`config.mk`:
```
export PLATFORM = sky130hd
export DESIGN_NAME = event_gate
export DESIGN_NICKNAME = d
export VERILOG_FILES = /design/src/rtl/event_gate_pkg.sv /design/src/rtl/event_gate_pending.sv /design/src/rtl/event_gate_arbiter.sv /design/src/rtl/event_gate_fsm.sv /design/src/rtl/event_gate.sv
export SDC_FILE = /design/constraint.sdc
export NUM_CORES = 1
export LEC_CHECK = 0
export ABC_AREA = 0
export BUFFER_PORTS_ARGS = -buffer_cell sky130_fd_sc_hd__buf_2
export CORE_ASPECT_RATIO = 0.9
export CORE_MARGIN = 2
export CORE_UTILIZATION = 38
export CTS_CLUSTER_DIAMETER = 40
export CTS_CLUSTER_SIZE = 20
export DETAILED_ROUTE_END_ITERATION = 12
export HOLD_SLACK_MARGIN = 0.05
export PLACE_DENSITY = 0.77
export SETUP_SLACK_MARGIN = 0.2
export SLEW_MARGIN = 20
export SYNTH_ARGS = -nofsm -noshare
export SYNTH_HDL_FRONTEND = slang
export SYNTH_SLANG_ARGS = --single-unit
```
`constraint.sdc`:
```
create_clock -name clk -period 1.05 [get_ports clk]
set_input_delay 0.105 -clock clk [delete_from_list [all_inputs] [get_ports clk]]
set_output_delay 0.105 -clock clk [all_outputs]
set_load 0.1 [all_outputs]
```
`src/rtl/event_gate_pkg.sv`:
```
package event_gate_pkg;

    localparam int RST_BYTE_W = 8;
    localparam int COLD_BIT   = 0;
    localparam int SOFT_BIT   = 1;
    localparam int NMI_BIT    = 2;
    localparam int RC_USED    = 3;

    localparam logic [1:0] CAUSE_NONE = 2'd0;
    localparam logic [1:0] CAUSE_COLD = 2'd1;
    localparam logic [1:0] CAUSE_SOFT = 2'd2;
    localparam logic [1:0] CAUSE_NMI  = 2'd3;

    typedef enum logic [2:0] {
        ST_IDLE = 3'd0,
        ST_COLD = 3'd1,
        ST_SOFT = 3'd2,
        ST_NMI  = 3'd3,
        ST_IRQ  = 3'd4
    } gate_state_e;

endpackage

```
`src/rtl/event_gate_pending.sv`:
```
module event_gate_pending
    import event_gate_pkg::*;
#(
    parameter int NUM_IRQ = 8,
    localparam int EV_W   = RST_BYTE_W + NUM_IRQ
) (
    input  logic               clk,
    input  logic               rst_n,
    input  logic [RC_USED-1:0] rc_req,
    input  logic [RC_USED-1:0] rc_clr,
    input  logic [NUM_IRQ-1:0] irq_req,
    output logic [EV_W-1:0]    pend
);

    logic [RC_USED-1:0] req_q;
    logic [RC_USED-1:0] rc_q;
    logic [NUM_IRQ-1:0] irq_q;

    // One capture flop per reset-class source: rising edge sets, take clears
    for (genvar g = 0; g < RC_USED; g++) begin : g_rc
        logic rise;
        assign rise = rc_req[g] & ~req_q[g];

        always_ff @(posedge clk) begin
            if (!rst_n) begin
                req_q[g] <= 1'b0;
                rc_q[g]  <= 1'b0;
            end else begin
                req_q[g] <= rc_req[g];
                rc_q[g]  <= (rc_q[g] & ~rc_clr[g]) | rise;
            end
        end
    end

    always_ff @(posedge clk) begin
        if (!rst_n) begin
            irq_q <= '0;
        end else begin
            irq_q <= irq_req;
        end
    end

    always_comb begin
        pend                      = '0;
        pend[RC_USED-1:0]         = rc_q;
        pend[RST_BYTE_W +: NUM_IRQ] = irq_q;
    end

endmodule

```
`src/rtl/event_gate_arbiter.sv`:
```
module event_gate_arbiter
    import event_gate_pkg::*;
#(
    parameter int NUM_IRQ = 8,
    localparam int EV_W   = RST_BYTE_W + NUM_IRQ
) (
    input  logic [EV_W-1:0]    pend,
    input  logic               stb,
    input  logic               ie,
    input  logic               exl,
    input  logic               erl,
    input  logic [NUM_IRQ-1:0] im,
    output gate_state_e        next_state,
    output logic [RC_USED-1:0] rc_clr
);

    logic rc_any;
    logic irq_gate_open;
    logic irq_hit;

    assign rc_any        = |pend[RST_BYTE_W-1:0];
    assign irq_gate_open = ie & ~exl & ~erl;
    assign irq_hit       = |(pend[RST_BYTE_W +: NUM_IRQ] & im);

    always_comb begin
        next_state = ST_IDLE;
        rc_clr     = '0;
        if (stb) begin
            if (pend[COLD_BIT]) begin
                next_state       = ST_COLD;
                rc_clr[COLD_BIT] = 1'b1;
            end else if (pend[SOFT_BIT]) begin
                next_state       = ST_SOFT;
                rc_clr[SOFT_BIT] = 1'b1;
            end else if (pend[NMI_BIT]) begin
                next_state       = ST_NMI;
                rc_clr[NMI_BIT]  = 1'b1;
            end else if (!rc_any && irq_gate_open && irq_hit) begin
                next_state       = ST_IRQ;
            end
        end
    end

endmodule

```
`src/rtl/event_gate_fsm.sv`:
```
module event_gate_fsm
    import event_gate_pkg::*;
(
    input  logic        clk,
    input  logic        rst_n,
    input  gate_state_e next_state,
    output logic        rst_take,
    output logic [1:0]  rst_cause,
    output logic        irq_take
);

    gate_state_e state_q;

    always_ff @(posedge clk) begin
        if (!rst_n) begin
            state_q <= ST_IDLE;
        end else begin
            state_q <= next_state;
        end
    end

    always_comb begin
        rst_take  = 1'b0;
        rst_cause = CAUSE_NONE;
        irq_take  = 1'b0;
        unique case (state_q)
            ST_IDLE: ;
            ST_COLD: begin
                rst_take  = 1'b1;
                rst_cause = CAUSE_COLD;
            end
            ST_SOFT: begin
                rst_take  = 1'b1;
                rst_cause = CAUSE_SOFT;
            end
            ST_NMI: begin
                rst_take  = 1'b1;
                rst_cause = CAUSE_NMI;
            end
            ST_IRQ:  irq_take = 1'b1;
            default: ;
        endcase
    end

endmodule

```
`src/rtl/event_gate.sv`:
```
module event_gate
    import event_gate_pkg::*;
#(
    parameter int NUM_IRQ = 8,
    localparam int EV_W   = RST_BYTE_W + NUM_IRQ
) (
    input  logic               clk,
    input  logic               rst_n,
    input  logic               cyc_stb,
    input  logic               cold_rst_req,
    input  logic               soft_rst_req,
    input  logic               nmi_req,
    input  logic [NUM_IRQ-1:0] irq_req,
    input  logic               sr_ie,
    input  logic               sr_exl,
    input  logic               sr_erl,
    input  logic [NUM_IRQ-1:0] sr_im,
    output logic               rst_take,
    output logic [1:0]         rst_cause,
    output logic               irq_take,
    output logic [EV_W-1:0]    pend_vec
);

    logic [RC_USED-1:0] rc_req;
    logic [RC_USED-1:0] rc_clr;
    gate_state_e        next_state;

    always_comb begin
        rc_req           = '0;
        rc_req[COLD_BIT] = cold_rst_req;
        rc_req[SOFT_BIT] = soft_rst_req;
        rc_req[NMI_BIT]  = nmi_req;
    end

    event_gate_pending #(.NUM_IRQ(NUM_IRQ)) u_pending (
        .clk     (clk),
        .rst_n   (rst_n),
        .rc_req  (rc_req),
        .rc_clr  (rc_clr),
        .irq_req (irq_req),
        .pend    (pend_vec)
    );

    event_gate_arbiter #(.NUM_IRQ(NUM_IRQ)) u_arbiter (
        .pend       (pend_vec),
        .stb        (cyc_stb),
        .ie         (sr_ie),
        .exl        (sr_exl),
        .erl        (sr_erl),
        .im         (sr_im),
        .next_state (next_state),
        .rc_clr     (rc_clr)
    );

    event_gate_fsm u_fsm (
        .clk        (clk),
        .rst_n      (rst_n),
        .next_state (next_state),
        .rst_take   (rst_take),
        .rst_cause  (rst_cause),
        .irq_take   (irq_take)
    );

    AST_TAKE_NEEDS_STB: assert property (@(posedge clk) disable iff (!rst_n)
        (rst_take || irq_take) |-> $past(cyc_stb));

    AST_COLD_FROM_PEND: assert property (@(posedge clk) disable iff (!rst_n)
        (rst_take && rst_cause == CAUSE_COLD) |-> $past(pend_vec[COLD_BIT]));

    AST_SOFT_BELOW_COLD: assert property (@(posedge clk) disable iff (!rst_n)
        (rst_take && rst_cause == CAUSE_SOFT) |-> !$past(pend_vec[COLD_BIT]));

    AST_IRQ_GATES_OPEN: assert property (@(posedge clk) disable iff (!rst_n)
        irq_take |-> $past(sr_ie && !sr_exl && !sr_erl));

    AST_IRQ_NO_RST_PEND: assert property (@(posedge clk) disable iff (!rst_n)
        irq_take |-> ($past(pend_vec[RST_BYTE_W-1:0]) == '0));

endmodule

```
==> metrics.cfg <==
[timing]
finalSetupTns_ps = -732.9
rsz0062_at_grt = true
min_period_over_period = 1.223
min_period_ps = 1284
final-setup-viol-count = 4
fin_skew_ps = 0.7185
slew_violations = 0
fin_hold_ws_ps = 60.08
fmax_mhz = 778.8
hold_viol = 0
timing.final.ws_setup_ps = -234.0

[floorplanning]
die_h_um = 42.65
die_x_um = 46.94
io_pins = 45
dieArea_sq_mm = 0.002002
rows = 13
core_sq_mm = 0.001496
start_util = 0.4214

[routing]
drc = 0
met2_length_um = 1108
vias = 687
post_drt_wl_per_cell_um = 15.01
drt_first_pass_iters = 4
wl_met3_um = 165
route.antenna.remaining_nets = 0
top_layer_used = met4
wl_met1_um = 751
vias_per_cell = 4.838
finalWirelength_um = 2132
drt_iter0_markers = 5

[setup_path]
crit_fanout = 2
crit_arrival_ps = 1180
path_class = flip-flop to primary output
critPathTopFamily = simple AND/OR/NAND/NOR gates
crit_slowest_cell = dfxtp_2
critPathMaxStageDelay_ps = 350
r2r_setup_slack_ps = 120
r2r_cells = 3
worstPathRequired_ps = 940
start_kind = flip-flop
r2r_start = u_pending.irq_q[3]$_SDFF_PN0_
r2r-end = u_fsm.state_q[2]$_SDFF_PP0_
path_cells = nor2b_4, or2_4, buf_12
worst-path-buf-inv = 1
end_kind = primary output

[synthesis]
synth_seq_cells = 17
syn_area_sq_um = 630.6
seq_area_frac_synth = 0.5397
synth.avg_cell_area_sq_um = 10.01
ys.flop_type = dfxtp_1
async_flop_share = 0
yosysWarnings = 0
synth_cell_types = 21
syn-instance-count = 63
synth_edf_count = 0

[cells_and_area]
final_area_sq_mm = 0.001353
antennaDiodeCount = 0
synthToLayoutAreaGrowth_pct = 114.5
layout-drive-gt1-share = 0.6167
final_cells = 142
fin_util = 0.9038
nNetsFinal = 146
nFillCells = 73

[clock_network]
clkLatencyLatePin_ps = 300
cts_buffer_depth = 2
numCtsBuffers = 3
h-tree-depth = 1
clock_sinks = 17
cts_tree = built
root_buffer = clkbuf_4
path_clk_slew_ps = 100

[hold_path]
hp-class = input pin to flip-flop
holdCritStartpoint = sr_erl
hold_end = u_fsm.state_q[2]$_SDFF_PP0_
worstHoldPathCells = 3

[power_and_ir_drop]
total_power_mw = 1.725
leakage_nw = 0.5838
comb_power_share = 0.379
intPower_mw = 1.064
irDropWorstVdd_mv = 1.129
power_density_mw_per_mm2 = 1275
pwr-share-seq = 0.411
p_sw_frac = 0.3829
clkPwrFrac = 0.210
p_sw_mw = 0.6604

[run_status]
violations = setup timing
run_status = complete, but fails checks

[global_routing]
grt_pass1_vias = 732
grtUsageTotal = 0.2293
gr-total-overflow = 0
grt_pass1_wl_um = 3187
antenna_found_initial = 0
grt_start_max_net_pins = 17

[placed_design]
hpwl_um = 1159
io_buffers = 39
dpl_cell_area_sq_mm = 0.001151
preCtsSetupSlack_ps = 88.10
dp_cells = 123
routabilityCongestion = 0.6857

[run]
cap_violations = 0

[worst min-delay path, stage by stage]
cell and delay, ps:
buf_2 80, nand3b_1 110, nor4_2 40
[per-layer routing]
layer	global-route usage	up-vias
li1	-	316
met1	0.2401	316
met2	0.3808	41
met3	0.1078	14
met4	0.09444	0
met5	0	-
[cells in the final DEF (no fill, tap or decap), types with 2 or more instances in the layout]
master,instances
dlygate4sd3_1,12
buf_12,15
conb_1,5
buf_4,2
nor2_1,2
and2_1,12
buf_6,2
dfxtp_1,3
clkbuf_4,3
nand2b_4,2
dfxtp_4,12
a22oi_2,2
nor2b_4,2
buf_2,24
a22oi_1,2
a21oi_2,2
dfxtp_2,2
nor2b_1,2
[cell usage after synthesis, drive strengths merged, types with 2 or more instances]
master	number	area share
nor2b	4	0.040
and2	12	0.12
dfxtp	17	0.54
buf	5	0.060
a21oi	2	0.016
nor2	2	0.012
nand2b	3	0.030
inv	2	0.012
a22oi	4	0.048
[how the worst max path moves through the flow]
stage | start | to | cells after the start
after CTS | u_fsm.state_q[1]$_SDFF_PP0_ | rst_take | 3
after global routing | u_fsm.state_q[1]$_SDFF_PP0_ | rst_take | 3
final | u_fsm.state_q[1]$_SDFF_PP0_ | rst_take | 3
after global placement | u_fsm.state_q[0]$_SDFF_PN0_ | rst_take | 3
after floorplan | u_fsm.state_q[0]$_SDFF_PN0_ | rst_take | 2
after detailed placement | u_fsm.state_q[0]$_SDFF_PN0_ | rst_take | 3
[power groups by stage]
stage          Combinational, mW  Sequential (mW)  Clock [mW]
3_3_place_gp               0.574            0.718           0
6_report                   0.653            0.709       0.363
5_1_grt                    0.674            0.714       0.398
3_5_place_dp               0.581            0.720           0
2_1_floorplan              0.220            0.885           0
4_1_cts                    0.635            0.704       0.353
[sequential cells by signal, summed over array words and instances (netlist names)]
| register | count |
|---|---|
| u_pending.pend | 3 |
| u_pending.req_q | 3 |
| u_pending.irq_q | 8 |
| u_fsm.state_q | 3 |
[repair_timing]
action / in CTS / in global routing
endpoints found under the setup margin: 16 / 18
resized for setup: 4 / 4
hold buffers: 12 / 0
hold endpoints to repair: 12 / 0
pin swaps: 2 / 3
setup buffers: 3 / 0
[final cells by class]
type	instances	area, sq um	area share
clock buffer	4	26.28	0.01943
inverter	2	7.507	0.005550
multi-input combinational	42	325.3	0.2405
sequential	17	387.9	0.2868
tap	22	27.53	0.02035
timing repair buffer	55	578.1	0.4274
[cell families (layout without fill, tap and decap cells)]
logic type | after synthesis | in the layout | share of synthesized area
buffers and inverters | 8 | 61 | 0.07937
DFF | 17 | 17 | 0.5397
and+or+nand+nor | 28 | 28 | 0.2817
other | 1 | 5 | 0.005947
AOI/OAI and AO/OA | 9 | 9 | 0.09326
Power figures use the tool's default switching activity.
